File: config.mk
export PLATFORM = sky130hd
export DESIGN_NAME = i2c_stop_wait_ctrl
export DESIGN_NICKNAME = d
export VERILOG_FILES = /design/src/rtl/i2c_sw_pkg.sv /design/src/rtl/i2c_sw_line_sync.sv /design/src/rtl/i2c_sw_wait_ctl.sv /design/src/rtl/i2c_sw_stop_gen.sv /design/src/rtl/i2c_stop_wait_ctrl.sv
export SDC_FILE = /design/constraint.sdc
export NUM_CORES = 1
export LEC_CHECK = 0
export BUFFER_PORTS_ARGS = -buffer_cell sky130_fd_sc_hd__buf_2
export CAP_MARGIN = 30
export CORE_ASPECT_RATIO = 1.25
export CORE_MARGIN = 2
export CORE_UTILIZATION = 45
export CTS_BUF_LIST = sky130_fd_sc_hd__clkbuf_16
export DETAILED_ROUTE_END_ITERATION = 8
export HOLD_SLACK_MARGIN = 0.03
export PLACE_DENSITY_LB_ADDON = 0.05
export SYNTH_ARGS = -nofsm -noshare
export SYNTH_HDL_FRONTEND = slang
export SYNTH_SLANG_ARGS = --single-unit
File: constraint.sdc
create_clock -name clk -period 6.6 [get_ports clk]
set_clock_uncertainty 0.1 [all_clocks]
set_input_delay 1.32 -clock clk [delete_from_list [all_inputs] [get_ports clk]]
set_output_delay 1.32 -clock clk [all_outputs]
set_load 0.01 [all_outputs]
File: src/rtl/i2c_sw_pkg.sv
// Shared definitions for the I2C stop and wait controller.
// Assumes: byte clocks are indexed 1..9, the 9th being the acknowledge clock.
package i2c_sw_pkg;

    // Stop sequence phases, in the order they run
    typedef enum logic [2:0] {
        SG_IDLE,      // nothing in progress
        SG_SDA_LOW,   // SDA pulled low while SCL still held low
        SG_SCL_REL,   // SCL released, waiting to see it high
        SG_SETUP,     // SCL high, counting setup interval
        SG_SDA_REL    // SDA released, waiting for stop detection
    } stop_state_e;

    localparam int unsigned WAIT_IDX_8 = 8;
    localparam int unsigned WAIT_IDX_9 = 9;

endpackage

File: src/rtl/i2c_sw_line_sync.sv
// Multi-stage synchronizer for a set of bus lines.
// What it does: for each line it gives the synchronized value and the value one cycle older.
// Assumes: idle bus lines are high, so every stage resets to 1.
module i2c_sw_line_sync #(
    parameter int STAGES = 2,
    parameter int LINES  = 2
) (
    input  logic             clk,
    input  logic             rst_n,
    input  logic [LINES-1:0] line_in,
    output logic [LINES-1:0] line_s,
    output logic [LINES-1:0] line_prev
);

    generate
        for (genvar g = 0; g < LINES; g++) begin : g_line
            logic [STAGES:0] shreg;

            // Shift the asynchronous line through the synchronizer plus one history stage
            always_ff @(posedge clk) begin
                if (!rst_n) shreg <= '1;
                else        shreg <= {shreg[STAGES-1:0], line_in[g]};
            end

            assign line_s[g]    = shreg[STAGES-1];
            assign line_prev[g] = shreg[STAGES];
        end
    endgenerate

endmodule

File: src/rtl/i2c_sw_wait_ctl.sv
// Wait-point controller.
// What it does: holds SCL low after the configured clock of each byte, raises the interrupt,
// and keeps the transmit flag.
// Assumes: clk_done is a single-cycle pulse and commands are single-cycle pulses.
module i2c_sw_wait_ctl
    import i2c_sw_pkg::*;
#(
    parameter int CNT_W = 4
) (
    input  logic             clk,
    input  logic             rst_n,
    input  logic             enable,
    input  logic             wait_after9,
    input  logic             clk_done,
    input  logic [CNT_W-1:0] clk_idx,
    input  logic             cmd_rel,
    input  logic             cmd_wr_data,
    input  logic             wr_tx_dir,
    input  logic             cmd_lrel,
    input  logic             stop_take,
    output logic             wait_hold,
    output logic             irq,
    output logic             tx_flag
);

    localparam logic [CNT_W-1:0] IDX8 = CNT_W'(WAIT_IDX_8);
    localparam logic [CNT_W-1:0] IDX9 = CNT_W'(WAIT_IDX_9);

    logic wait_q, at9_q, irq_q, tx_q;
    logic hit, release_w;

    // Decide whether this clock completion is the configured wait point
    always_comb begin
        hit = enable && clk_done && (clk_idx == (wait_after9 ? IDX9 : IDX8));
    end

    // Collect every event that ends a wait
    always_comb begin
        release_w = cmd_rel || cmd_wr_data || cmd_lrel || !enable || stop_take;
    end

    // Wait state, its kind, and the interrupt pulse
    always_ff @(posedge clk) begin
        if (!rst_n) begin
            wait_q <= 1'b0;
            at9_q  <= 1'b0;
            irq_q  <= 1'b0;
        end else begin
            irq_q <= hit && !release_w;
            if (release_w) begin
                wait_q <= 1'b0;
            end else if (hit) begin
                wait_q <= 1'b1;
                at9_q  <= wait_after9;
            end
        end
    end

    // Transmit flag: loaded on data write, dropped on release during an acknowledge-clock wait
    always_ff @(posedge clk) begin
        if (!rst_n) begin
            tx_q <= 1'b0;
        end else if (!enable || cmd_lrel) begin
            tx_q <= 1'b0;
        end else if (cmd_wr_data) begin
            tx_q <= wr_tx_dir;
        end else if (cmd_rel && wait_q && at9_q) begin
            tx_q <= 1'b0;
        end
    end

    assign wait_hold = wait_q;
    assign irq       = irq_q;
    assign tx_flag   = tx_q;

    AST_IRQ_SINGLE: assert property (@(posedge clk) disable iff (!rst_n)
        irq_q |=> !irq_q);
    AST_WAIT_ENDS_ON_RELEASE: assert property (@(posedge clk) disable iff (!rst_n)
        (wait_q && (cmd_rel || cmd_wr_data)) |=> !wait_q);
    AST_TX_DROP_AT_ACK_WAIT: assert property (@(posedge clk) disable iff (!rst_n)
        (tx_q && wait_q && at9_q && cmd_rel && !cmd_wr_data) |=> !tx_q);

endmodule

File: src/rtl/i2c_sw_stop_gen.sv
// Stop trigger and stop-condition sequencer.
// What it does: accepts stop and start requests, keeps the stop trigger, and at a wait point
// runs SDA low, SCL release, observed-high, setup, SDA release.
// Assumes: scl_s and stop_det come from synchronized lines, and commands are single-cycle pulses.
module i2c_sw_stop_gen
    import i2c_sw_pkg::*;
#(
    parameter int SETUP_W = 8
) (
    input  logic               clk,
    input  logic               rst_n,
    input  logic               enable,
    input  logic               master_mode,
    input  logic               cmd_start,
    input  logic               cmd_stop,
    input  logic               cmd_lrel,
    input  logic               arb_lost,
    input  logic               stop_det,
    input  logic               wait_active,
    input  logic               scl_s,
    input  logic [SETUP_W-1:0] setup_cycles,
    output logic               stop_pend,
    output logic               start_go,
    output logic               stop_take,
    output logic               scl_hold,
    output logic               sda_drive
);

    stop_state_e        st_q, st_d;
    logic [SETUP_W-1:0] cnt_q, setup_eff;
    logic               trig_q, start_q;
    logic               accept, clr, go, cnt_last;

    // Request qualification and trigger clear sources
    always_comb begin
        accept = cmd_stop && !cmd_start && master_mode && enable;
        clr    = stop_det || arb_lost || cmd_lrel || !enable;
        go     = trig_q && wait_active && (st_q == SG_IDLE) && !clr;
    end

    // Effective setup length with a floor of one cycle
    always_comb begin
        setup_eff = (setup_cycles == '0) ? SETUP_W'(1) : setup_cycles;
        cnt_last  = (cnt_q == setup_eff - SETUP_W'(1));
    end

    // Stop trigger and start pass-through registers
    always_ff @(posedge clk) begin
        if (!rst_n) begin
            trig_q  <= 1'b0;
            start_q <= 1'b0;
        end else begin
            start_q <= cmd_start && !cmd_stop && enable;
            if (clr)         trig_q <= 1'b0;
            else if (accept) trig_q <= 1'b1;
        end
    end

    // Next-state logic for the stop sequence
    always_comb begin
        st_d = st_q;
        unique case (st_q)
            SG_IDLE:    if (go)       st_d = SG_SDA_LOW;
            SG_SDA_LOW: if (cnt_last) st_d = SG_SCL_REL;
            SG_SCL_REL: if (scl_s)    st_d = SG_SETUP;
            SG_SETUP:   if (cnt_last) st_d = SG_SDA_REL;
            SG_SDA_REL: st_d = SG_SDA_REL;
            default:    st_d = SG_IDLE;
        endcase
        if (clr && st_q != SG_IDLE) st_d = SG_IDLE;
    end

    // State register and phase counter
    always_ff @(posedge clk) begin
        if (!rst_n) begin
            st_q  <= SG_IDLE;
            cnt_q <= '0;
        end else begin
            st_q <= st_d;
            if (st_d != st_q)
                cnt_q <= '0;
            else if (st_q == SG_SDA_LOW || st_q == SG_SETUP)
                cnt_q <= cnt_q + SETUP_W'(1);
        end
    end

    assign stop_pend = trig_q;
    assign start_go  = start_q;
    assign stop_take = go;
    assign scl_hold  = (st_q == SG_SDA_LOW);
    assign sda_drive = (st_q == SG_SDA_LOW) || (st_q == SG_SCL_REL) || (st_q == SG_SETUP);

    AST_STOP_ONLY_MASTER: assert property (@(posedge clk) disable iff (!rst_n)
        $rose(trig_q) |-> $past(master_mode) && $past(enable));
    AST_NO_DUAL_REQUEST: assert property (@(posedge clk) disable iff (!rst_n)
        (cmd_start && cmd_stop) |=> !start_q);
    AST_SDA_UP_WITH_SCL_HIGH: assert property (@(posedge clk) disable iff (!rst_n)
        (st_q == SG_SDA_REL) |-> scl_s);
    AST_ARB_CLEARS_TRIG: assert property (@(posedge clk) disable iff (!rst_n)
        arb_lost |=> !trig_q);

endmodule

File: src/rtl/i2c_stop_wait_ctrl.sv
// Top of the I2C master stop and wait controller.
// What it does: synchronizes the bus lines, detects stops, and combines wait hold, stop
// sequence and data drive into the open-drain enables.
// Assumes: scl_in/sda_in are the real line states; an enable of 1 pulls the line low.
module i2c_stop_wait_ctrl #(
    parameter int CNT_W       = 4,
    parameter int SETUP_W     = 8,
    parameter int SYNC_STAGES = 2
) (
    input  logic               clk,
    input  logic               rst_n,
    input  logic               enable,
    input  logic               master_mode,
    input  logic               wait_after9,
    input  logic [SETUP_W-1:0] setup_cycles,
    input  logic               clk_done,
    input  logic [CNT_W-1:0]   clk_idx,
    input  logic               cmd_start,
    input  logic               cmd_stop,
    input  logic               cmd_rel,
    input  logic               cmd_wr_data,
    input  logic               cmd_lrel,
    input  logic               wr_tx_dir,
    input  logic               arb_lost,
    input  logic               data_sda_low,
    input  logic               scl_in,
    input  logic               sda_in,
    output logic               scl_oe,
    output logic               sda_oe,
    output logic               irq,
    output logic               stop_pend,
    output logic               start_go,
    output logic               tx_flag
);

    localparam int LINE_SCL = 0;
    localparam int LINE_SDA = 1;

    logic [1:0] line_s, line_prev;
    logic       stop_det, wait_hold, stop_take, scl_hold, sda_drive;

    i2c_sw_line_sync #(
        .STAGES (SYNC_STAGES),
        .LINES  (2)
    ) u_sync (
        .clk       (clk),
        .rst_n     (rst_n),
        .line_in   ({sda_in, scl_in}),
        .line_s    (line_s),
        .line_prev (line_prev)
    );

    // Stop on the bus: SDA rises while SCL has been high for two samples
    always_comb begin
        stop_det = line_s[LINE_SCL] && line_prev[LINE_SCL]
                && line_s[LINE_SDA] && !line_prev[LINE_SDA];
    end

    i2c_sw_wait_ctl #(
        .CNT_W (CNT_W)
    ) u_wait (
        .clk         (clk),
        .rst_n       (rst_n),
        .enable      (enable),
        .wait_after9 (wait_after9),
        .clk_done    (clk_done),
        .clk_idx     (clk_idx),
        .cmd_rel     (cmd_rel),
        .cmd_wr_data (cmd_wr_data),
        .wr_tx_dir   (wr_tx_dir),
        .cmd_lrel    (cmd_lrel),
        .stop_take   (stop_take),
        .wait_hold   (wait_hold),
        .irq         (irq),
        .tx_flag     (tx_flag)
    );

    i2c_sw_stop_gen #(
        .SETUP_W (SETUP_W)
    ) u_stop (
        .clk          (clk),
        .rst_n        (rst_n),
        .enable       (enable),
        .master_mode  (master_mode),
        .cmd_start    (cmd_start),
        .cmd_stop     (cmd_stop),
        .cmd_lrel     (cmd_lrel),
        .arb_lost     (arb_lost),
        .stop_det     (stop_det),
        .wait_active  (wait_hold),
        .scl_s        (line_s[LINE_SCL]),
        .setup_cycles (setup_cycles),
        .stop_pend    (stop_pend),
        .start_go     (start_go),
        .stop_take    (stop_take),
        .scl_hold     (scl_hold),
        .sda_drive    (sda_drive)
    );

    // Open-drain enables: wait or stop holds SCL, stop or transmit data pulls SDA
    always_comb begin
        scl_oe = wait_hold || scl_hold;
        sda_oe = sda_drive || (tx_flag && data_sda_low);
    end

    AST_OFF_RELEASES_LINES: assert property (@(posedge clk) disable iff (!rst_n)
        !enable |=> !scl_oe && !sda_oe);
    AST_STOP_HOLDS_SCL_FIRST: assert property (@(posedge clk) disable iff (!rst_n)
        $rose(sda_drive) |-> scl_oe);

endmodule

==> results of run 1 <==
[placed cells by master, fill, tap and decap left out, drive strengths merged, types with 2 or more instances in the layout]
cell    instances
and3            4
nor2b           3
nand4           3
dfxtp          23
xnor2           8
a21oi           7
nand2           8
ha              2
o21ai           4
mux2i           2
nor2           17
nand2b          9
a21o            3
buf            33
clkbuf          3
or3             2
nor3b           2
nand3           9
nor3            6
nor4            2
xor2            9
inv             6
[worst max path at each step]
stage | from | to | slack, ns
after floorplan | setup_cycles[1] | u_stop.cnt_q[0] | 3.24
after global placement | setup_cycles[5] | u_stop.cnt_q[0] | 2.99
after detailed placement | setup_cycles[5] | u_stop.cnt_q[0] | 2.89
after CTS | setup_cycles[5] | u_stop.cnt_q[0] | 3.15
after global routing | setup_cycles[5] | u_stop.cnt_q[5] | 2.95
final | setup_cycles[5] | u_stop.cnt_q[7] | 3.15
[through the flow]
stage	setup slack, ns	power, uW
floorplan	3.24	162
global placement	2.99	175
detailed placement	2.89	176
CTS	3.15	306
global route	2.95	316
finish	3.15	303
[flip-flops by register name, indices dropped and copies added (netlist names)]
name	flops
u_stop.stop_pend	1
u_wait.at9_q	1
u_wait.tx_flag	1
u_wait.irq	1
u_stop.cnt_q	8
u_wait.wait_hold	1
u_sync.g_line.shreg	6
u_stop.st_q	3
u_stop.start_go	1
[power groups by stage]
stage	Combinational (uW)	Sequential, uW	Clock (uW)
CTS	32.1	141	133
finish	31.9	141	130
global placement	31.1	144	0
floorplan	18.1	144	0
global route	35.6	141	139
detailed placement	31.8	144	0
[cell usage after synthesis (4+ instances only)]
master	n
dfxtp_1	23
nor2_1	17
nand2b_1	9
nand3_1	9
xor2_1	9
nand2_1	8
xnor2_1	8
a21oi_1	6
inv_1	6
nor3_1	4
[worst max-delay path, stage by stage]
cell and delay (ns):
buf_2 0.12, nor3_1 0.38, a21oi_1 0.19, ha_1 0.29
or2b_1 0.25, a311o_1 0.34, a21o_2 0.24, o21ai_4 0.26
nor2_1 0.08
[cells by family (layout without fill, tap and decap cells)]
kind of cell	Yosys count	in the layout	synth area share
buffers and inverters	8	43	0.0281
multiplexers	2	2	0.0155
flip-flops	23	23	0.357
AND/OR/NAND/NOR	72	72	0.320
adder cells (fa/ha/maj)	2	2	0.0194
AO/OA/AOI/OAI	22	22	0.145
XOR/XNOR	17	17	0.115
[per-layer routing]
layer | up-vias | wire length, um | track usage
met5 | - | 0 | 0
met1 | 513 | 1140 | 0.220
met3 | 8 | 131 | 0.0374
met2 | 29 | 1410 | 0.318
met4 | 0 | 71 | 0.0724
li1 | 586 | - | -
[layout make-up]
| cell class | instances | area, um2 | share of cell area |
|---|---|---|---|
| clock inverters | 1 | 5.00 | 0.00320 |
| flip-flops and latches | 23 | 460 | 0.294 |
| clock buffers | 3 | 75.1 | 0.0480 |
| inverters | 6 | 22.5 | 0.0144 |
| well taps | 34 | 42.5 | 0.0272 |
| repair buffers | 33 | 165 | 0.106 |
| multi-input cells | 115 | 793 | 0.507 |
==> key figures, run 1 <==
Global routing
  • Grt ovf: 0
  • Tot GR Track Use: 0.185
  • Initial antenna violation count: 0
  • Vias in the first global route: 1099
  • Largest net degree at the start of global routing: 14
  • First-pass GRT wire length: 4.77 mm

Drt
  • Final WL: 2.75 mm
  • DR DRC count: 0
  • Via count: 1136
  • DR vias/cell: 5.28
  • Pre-antenna DRT Iters: 4
  • Initial DRC count: 11
  • Detail Route Antenna Nets: 0
  • Routed len/inst: 12.8 um

Cells and area
  • Fill cells: 248
  • Final instance area: 1560 um2
  • Final std cells w/o fill: 215
  • Ratio of cells with drive above 1 in the final layout: 0.271
  • Layout area overhead: 21.2%
  • Diode count: 0
  • Final Util: 0.578
  • Final #Nets: 212

Setup path
  • R2R setup slack: 4.78 ns
  • RR Startpoint: u_stop.cnt_q[5]
  • Crit Path Class: in2reg
  • Req. time, crit path: 6.64 ns
  • CP Data Arrival Time: 3.49 ns
  • Max Fanout on Critical Path: 8
  • Critical Path Start Type: input pin
  • Critical R2R Capture: u_stop.cnt_q[7]
  • Worst r2r path cells: 6
  • Crit path capture type: flop

Synth
  • Synthesized flop and latch total: 23
  • Post-synthesis cell count: 146
  • Ys async rst share: 0
  • Seq/Total Area, Yosys: 0.357
  • Syn. warnings: 0
  • Synth Net Count: 176
  • Top-area cell type share of the netlist area: 0.357
  • Syn avg cell area: 8.84 um2
  • Most common flop cell mapped by yosys: dfxtp_1
  • Mapped Area: 1290 um2
  • Netlist cell types: 46
  • Area leader, netlist: dfxtp_1
  • Top post-synthesis cells by area: dfxtp_1 36%, xor2_1 6.1%, xnor2_1 5.4%, nor2_1 4.9%, nand2b_1 4.4%
  • EDFF count, synth: 0

Power
  • Pleak: 0.000627 uW
  • P_int: 237 uW
  • Total power per unit cell area: 194 nW/um2
  • Switching Fraction: 0.219
  • Logic pwr share: 0.105
  • Max VDD drop: 198 uV
  • Switching Power: 66.4 uW
  • Sequential share of power: 0.465
  • Clk network pwr share: 0.429

Min path
  • Min-delay src: u_sync.g_line[0].shreg[0]
  • Hold Path Depth: 1
  • Worst hold path type: reg2reg
  • Hold EP: u_sync.g_line[0].shreg[1]

Clock network
  • Clock Tree Buf Depth: 2
  • Clock Root Buffer: clkbuf_16
  • Setup repair bufs after CTS: 0
  • CTS tree: built
  • CTS resizes: 0
  • Cts bufs inserted: 3
  • Clock sinks: 23
  • Clock transition at the registers of the reported paths: 0.06 ns
  • Worst-skew pair later-pin latency: 0.25 ns
  • CTS Hold Bufs: 0
  • H-tree depth: 1

Run
  • Max_cap viols: 0

Timing
  • Final hold vios: 0
  • RSZ-0062 raised after global routing: false
  • FMAX: 0.290 GHz
  • Min cycle time layout: 3.45 ns
  • Crit share post-route: 0.523
  • Final setup TNS: 0 ns
  • Slew margin rel.: 0.643
  • Setup violators final: 0
  • Slew @ Worst Pin: 0.535 ns
  • Fin Hold WS: 0.305 ns
  • Slew Viols, Final: 0

Placed design
  • Routability cong.: 0.781
  • Placed Cells: 211
  • Post-DP Area: 1480 um2
  • IO Port Bufs: 33
  • HPWL Detailed: 2.16 mm

Floorplanning
  • Row count: 21
  • Core area: 2710 um2
  • Die area: 3310 um2
  • Starting Density: 0.477
  • Die height: 63.9 um
  • Die Span X: 51.9 um
  • IO Count: 34

Outcome
  • Status: finished clean
Power figures use the tool's default switching activity.
==> inputs of run 2 (changes only) <==
- ABC_AREA: unset -> 1
- clock period: 6.6 -> 3.35 ns (I/O delays scaled with it)
==> key figures, run 2 <==
Outcome
  • Status: finished clean

Synth
  • Most frequent cell after synthesis: nand2_1
  • Synth Net Count: 246 (+40%)
  • Synthesized flop and latch total: 23 (unchanged)
  • Top-area cell type share of the netlist area: 0.308 (-0.0490)
  • Mapped Area: 1500 um2 (+16%)
  • Post-synthesis cell count: 216 (+48%)
  • Most common flop cell mapped by yosys: dfxtp_1
  • Seq/Total Area, Yosys: 0.308 (-0.0490)
  • Ys async rst share: 0 (unchanged)
  • Area leader, netlist: dfxtp_1
  • Syn avg cell area: 6.92 um2 (-22%)
  • Netlist cell types: 32 (-30%)
  • Top post-synthesis cells by area: dfxtp_1 31%, nand2_1 9.3%, inv_1 8.3%, nand3_1 6.7%, nor2_1 6.3%
  • Syn. warnings: 0 (unchanged)
  • Post-synth top cells: 37 x nand2_1, 33 x inv_1, 25 x nor2_1
  • EDFF count, synth: 0 (unchanged)

Floorplanning
  • Starting Density: 0.468 (-0.00858)
  • Die Span X: 55.6 um (+7.1%)
  • Core area: 3190 um2 (+18%)
  • Die area: 3800 um2 (+15%)
  • Die height: 68.4 um (+7.2%)
  • Row count: 23 (+9.5%)
  • IO Count: 34 (unchanged)

Global routing
  • Initial antenna violation count: 0 (unchanged)
  • Vias in the first global route: 1411 (+28%)
  • First-pass GRT wire length: 5.80 mm (+21%)
  • Largest net degree at the start of global routing: 13 (-1)
  • Tot GR Track Use: 0.190 (+0.00522)
  • Grt ovf: 0 (unchanged)

Power
  • Max VDD drop: 338 uV (+71%)
  • Clk network pwr share: 0.414 (-0.015)
  • Switching Fraction: 0.218 (-0.000723)
  • Logic pwr share: 0.119 (+0.014)
  • Total power per unit cell area: 334 nW/um2 (+72%)
  • Pleak: 0.000862 uW (+37%)
  • Sequential share of power: 0.467 (+0.002)
  • Switching Power: 130 uW (+96%)
  • P_int: 466 uW (+96%)

Clock network
  • Cts bufs inserted: 3 (unchanged)
  • Clock transition at the registers of the reported paths: 0.06 ns (about the same)
  • Clock sinks: 23 (unchanged)
  • CTS Hold Bufs: 0 (unchanged)
  • CTS tree: built
  • Clock Root Buffer: clkbuf_16
  • Setup repair bufs after CTS: 0 (unchanged)
  • H-tree depth: 1 (unchanged)
  • CTS resizes: 0 (unchanged)
  • Clock Tree Buf Depth: 2 (unchanged)
  • Worst-skew pair later-pin latency: 0.25 ns (about the same)

Cells and area
  • Biggest regs: u_stop.cnt_q (8), u_sync.g_line.shreg (6), u_stop.st_q (3)
  • Ratio of cells with drive above 1 in the final layout: 0.282 (+0.0110)
  • Most common cell after layout, fill and taps aside: nand2_1
  • Diode count: 0 (unchanged)
  • Final #Nets: 283 (+33%)
  • Register area: 460 um2 (unchanged)
  • Multi-input combinational cell area: 888 um2 (+12%)
  • Top reg by flops: u_stop.cnt_q
  • Fill cells: 353 (+42%)
  • Layout area overhead: 19.2%
  • Commonest non-fill, non-tap cells in the layout: 37 x nand2_1, 34 x inv_1, 33 x buf_2
  • Number of flip-flops in the largest register: 8 (unchanged)

Timing
  • Setup violators final: 0 (unchanged)
  • Final setup TNS: 0 ns (unchanged)
  • Slew margin rel.: 0.703 (+0.0606)
  • Min cycle time layout: 2.70 ns
  • Crit share post-route: 0.807
  • Final hold vios: 0 (unchanged)
  • RSZ-0062 raised after global routing: false
  • Slew Viols, Final: 0 (unchanged)
  • FMAX: 0.370 GHz
  • Final Worst Setup Slack: 0.648 ns (-2.50 ns)
  • Slew @ Worst Pin: 0.441 ns (-0.0939 ns)

Placed design
  • IO Port Bufs: 33 (unchanged)
  • HPWL Detailed: 2.67 mm (+24%)
  • Routability cong.: 0.804 (+2.9%)
  • DP Worst Slack: 0.383 ns (-2.50 ns)

Setup path
  • Crit path capture type: flop
  • CP max stage delay: 0.25 ns (-0.13 ns)
  • Critical Path Source: setup_cycles[5]
  • Crit path depth: 20 (+11)
  • Crit Path Class: in2reg
  • Worst r2r path cells: 13 (+7)
  • RR Startpoint: u_stop.cnt_q[4]
  • CP Cell Sequence: buf_2, nor2_1, nand2_2, o21ai_1, inv_1, ha_1, inv_1, nand2_1, nand3_1, nand2_1, nor2_1, nand3_1, nor2_2, nand3_2, nand2_1, nand2_1, nand2_1, nand2_1, nand3_4, nor3_2
  • Critical-path top delay cell: ha_1
  • Buf/Inv on CP: 3 (+2)
  • Most frequent cell on the critical path: nand2_1
  • CP top delay family: simple AND/OR/NAND/NOR gates
  • Max Fanout on Critical Path: 8 (unchanged)
  • Req. time, crit path: 3.39 ns (-3.25 ns)
  • CP Data Arrival Time: 2.74 ns (-0.75 ns)
  • Critical Path Start Type: input pin

Drt
  • Via count: 1401 (+23%)
  • Initial DRC count: 44 (+33)
  • DR vias/cell: 4.85 (-8.3%)
  • Detail Route Antenna Nets: 0 (unchanged)
  • Final WL: 3.19 mm (+16%)
  • Pre-antenna DRT Iters: 4 (unchanged)
  • DR DRC count: 0 (unchanged)
  • Routed len/inst: 11.1 um (-14%)

Min path
  • Hold Path Depth: 1 (unchanged)
  • Worst hold path type: reg2reg
  • Min-delay src: u_sync.g_line[1].shreg[0]

Run
  • Max_cap viols: 0 (unchanged)
==> run 2: cell types whose count changed in the layout (fill, tap and decap cells not counted), moves of 5 or more <==
cell	change
inv_1	+28
nand2_1	+29
nand2b_1	-9
nand3_1	+11
nor2_1	+8
nor2_2	+5
nor3_2	+7
or2_2	+6
==> run 2: cells by family (layout without fill, tap and decap cells) <==
logic type | count (synthesis) | count (layout) | synth area share
simple gates | 124 | 124 | 0.442
fa+ha+maj | 2 | 2 | 0.0167
flops | 23 | 23 | 0.308
xor+xnor | 12 | 12 | 0.0703
compound gates | 16 | 16 | 0.0653
buf+inv | 39 | 75 | 0.0979
==> run 2: worst register-to-register path, delay by kind of cell (launching register included) <==
| kind | cells | cell delay [ns] |
|---|---|---|
| simple gates | 11 | 1.14 |
| flops | 1 | 0.37 |
| buf+inv | 1 | 0.08 |
| compound gates | 1 | 0.07 |
==> run 2: layout make-up <==
cell class | count | area share
clock buffer | 3 | 0.0421
multi-input combinational | 154 | 0.499
inverter | 38 | 0.0801
timing repair buffer | 33 | 0.0927
sequential | 23 | 0.258
tap | 37 | 0.0260
clock inverter | 1 | 0.00211
==> run 2: path summary, 6_finish.rpt <==
kind	end	slack [ns]
worst max-delay path	u_stop.cnt_q[2]	0.65
worst min-delay path	u_sync.g_line[1].shreg[1]	0.31
worst max register to register	u_stop.cnt_q[2]	1.47
worst min register to register	u_sync.g_line[1].shreg[1]	0.31
==> run 2: metrics by stage <==
stage               instances  hold slack, ns  cell area [um2]   util  power (uW)
finish                    289           0.313             1780  0.558         596
global route              289           0.324             1780  0.558         626
CTS                       289           0.318             1780  0.558         605
detailed placement        285           0.305             1700  0.533         356
global placement          285           0.294             1700  0.533         356
floorplan                 216           0.293             1500      -         326
==> run 2: power groups by stage <==
| stage | Sequential [uW] | Combinational, uW | Clock, uW |
|---|---|---|---|
| finish | 278 | 70.7 | 247 |
| detailed placement | 284 | 71.5 | 0 |
| global placement | 284 | 71.3 | 0 |
| global route | 278 | 80.7 | 267 |
| floorplan | 284 | 41.7 | 0 |
| CTS | 278 | 71.9 | 255 |
==> run 2: per-layer routing <==
| metal | GRT usage | wire, um |
|---|---|---|
| met1 | 0.200 | 1380 |
| met2 | 0.394 | 1690 |
| met3 | 0.0246 | 101 |
| met4 | 0.0549 | 25 |
| met5 | 0 | 0 |
==> inputs of run 3 (changes only) <==
- ABC_AREA: 1 -> 0
- clock period: 3.35 -> 2.55 ns (I/O delays scaled with it)
==> key figures, run 3 (synthesis results as in run 1) <==
Global routing
  • Grt ovf: 0 (unchanged)
  • Initial antenna violation count: 0 (unchanged)
  • Vias in the first global route: 1152 (-18%)
  • First-pass GRT wire length: 4.60 mm (-21%)
  • Tot GR Track Use: 0.183 (-0.00704)
  • Largest net degree at the start of global routing: 14 (+1)

Cells and area
  • Commonest non-fill, non-tap cells in the layout: 33 x buf_2, 23 x dfxtp_1, 17 x nor2_1
  • Layout area overhead: 28.3%
  • Final instance area: 1660 um2 (-7.1%)
  • Most common cell after layout, fill and taps aside: buf_2
  • Final std cells w/o fill: 226 (-22%)
  • Diode count: 0 (unchanged)
  • Number of flip-flops in the largest register: 8 (unchanged)
  • Final #Nets: 223 (-21%)
  • Biggest regs: u_stop.cnt_q (8), u_sync.g_line.shreg (6), u_stop.st_q (3)
  • Ratio of cells with drive above 1 in the final layout: 0.313 (+0.0308)
  • Top reg by flops: u_stop.cnt_q
  • Final Util: 0.612 (+0.0539)

Setup path
  • CP max stage delay: 0.35 ns (+0.10 ns)
  • CP Data Arrival Time: 2.41 ns (-0.33 ns)
  • Critical Path Start Type: input pin
  • CP Cell Sequence: buf_2, nor4_4, a21oi_1, ha_1, or2b_1, a311o_1, a21o_2, o21ai_4, nor2_1
  • Critical-path top delay cell: a311o_1
  • CP top delay family: compound AO/OA/AOI/OAI gates
  • Req. time, crit path: 2.59 ns (-0.80 ns)
  • Crit path capture type: flop
  • Buf/Inv on CP: 1 (-2)
  • Crit Path Class: in2reg
  • Max Fanout on Critical Path: 8 (unchanged)

Timing
  • Crit share post-route: 0.929
  • Final Worst Setup Slack: 0.180 ns (-0.468 ns)
  • FMAX: 0.422 GHz
  • Min cycle time layout: 2.37 ns
  • Slew Viols, Final: 0 (unchanged)
  • Final hold vios: 0 (unchanged)
  • Slew @ Worst Pin: 0.485 ns (+0.0443 ns)
  • Slew margin rel.: 0.676 (-0.0275)
  • Setup violators final: 0 (unchanged)
  • RSZ-0062 raised after global routing: false

Clock network
  • Clock transition at the registers of the reported paths: 0.06 ns (about the same)
  • H-tree depth: 1 (unchanged)
  • Clock Tree Buf Depth: 2 (unchanged)
  • Cts bufs inserted: 3 (unchanged)
  • Setup repair bufs after CTS: 0 (unchanged)
  • Clock Root Buffer: clkbuf_16
  • Clock sinks: 23 (unchanged)
  • Worst-skew pair later-pin latency: 0.26 ns (about the same)
  • CTS tree: built

Placed design
  • Routability cong.: 0.803 (-0.21%)
  • DP Worst Slack: -0.138 ns (-0.521 ns)
  • IO Port Bufs: 33 (unchanged)
  • Placed Cells: 222 (-22%)
  • HPWL Detailed: 2.16 mm (-19%)
  • Post-DP Area: 1570 um2 (-8.0%)

Drt
  • Final WL: 2.74 mm (-14%)
  • DR vias/cell: 5.27 (+8.7%)
  • DR DRC count: 0 (unchanged)
  • Initial DRC count: 24 (-45%)
  • Detail Route Antenna Nets: 0 (unchanged)
  • Pre-antenna DRT Iters: 4 (unchanged)
  • Routed len/inst: 12.1 um (+9.7%)
  • Via count: 1191 (-15%)

Min path
  • Worst hold path type: reg2reg

Floorplanning
  • Die height: 63.9 um (-6.7%)
  • Starting Density: 0.477 (+0.00858)
  • IO Count: 34 (unchanged)
  • Core area: 2710 um2 (-15%)
  • Row count: 21 (-8.7%)
  • Die area: 3310 um2 (-13%)
  • Die Span X: 51.9 um (-6.6%)

Power
  • Max VDD drop: 457 uV (+35%)
  • Total power per unit cell area: 484 nW/um2 (+45%)
  • Pleak: 0.000683 uW (-21%)

Outcome
  • Status: finished clean

Run
  • Max_cap viols: 0 (unchanged)
-- run 3: changes by cell type in the layout (fill, tap and decap cells not counted), sizes merged, moves of 7 or more --
cell,delta
nand2,-35
nand3,-15
nor2,-13
or2,-7
inv,-32
buf,+11
nand2b,+9
-- run 3: routing by layer --
| layer | track usage | part of all wire | vias to the layer above | routed length (um) |
|---|---|---|---|---|
| met5 | 0 | 0 | - | 0 |
| met4 | 0.0789 | 0.020 | 0 | 55 |
| met3 | 0.0280 | 0.042 | 5 | 116 |
| met2 | 0.345 | 0.51 | 32 | 1400 |
| met1 | 0.192 | 0.42 | 545 | 1160 |
| li1 | - | - | 609 | - |
-- run 3: where the power goes --
group	total, uW	switching (uW)	internal [uW]
Sequential	365	1.45	364
Clock	339	128	211
Combinational	96.7	47.7	49.0
-- run 3: area by class of cell --
cell class                      count  area [um2]
Multi-Input combinational cell    115         802
Sequential cell                    23         460
Fill cell                         252        1050
Clock inverter                      1        5.00
Timing Repair Buffer               44         248
Tap cell                           34        42.5
Clock buffer                        3        75.1
Inverter                            6        22.5
-- run 3: worst paths after layout --
check	from	to	slack, ns	depth (start not counted)
worst min-delay path	u_sync.g_line[0].shreg[0]	u_sync.g_line[0].shreg[1]	0.31	1
worst max-delay path	setup_cycles[1]	u_stop.cnt_q[4]	0.18	9
worst min register to register	u_sync.g_line[0].shreg[0]	u_sync.g_line[0].shreg[1]	0.31	1
worst max register to register	u_stop.cnt_q[5]	u_stop.cnt_q[4]	0.73	6
-- run 3: per-stage QoR --
stage	power [uW]	TNS (ns)	hold slack (ns)
floorplan	420	0	0.286
global placement	466	-0.612	0.288
detailed placement	468	-1.19	0.298
CTS	806	0	0.313
global route	828	0	0.327
finish	801	0	0.310
-- run 3: timing repair --
item                                    CTS  global route
resized for setup                         0             1
endpoints found under the setup margin    0             9
hold buffers                              0             0
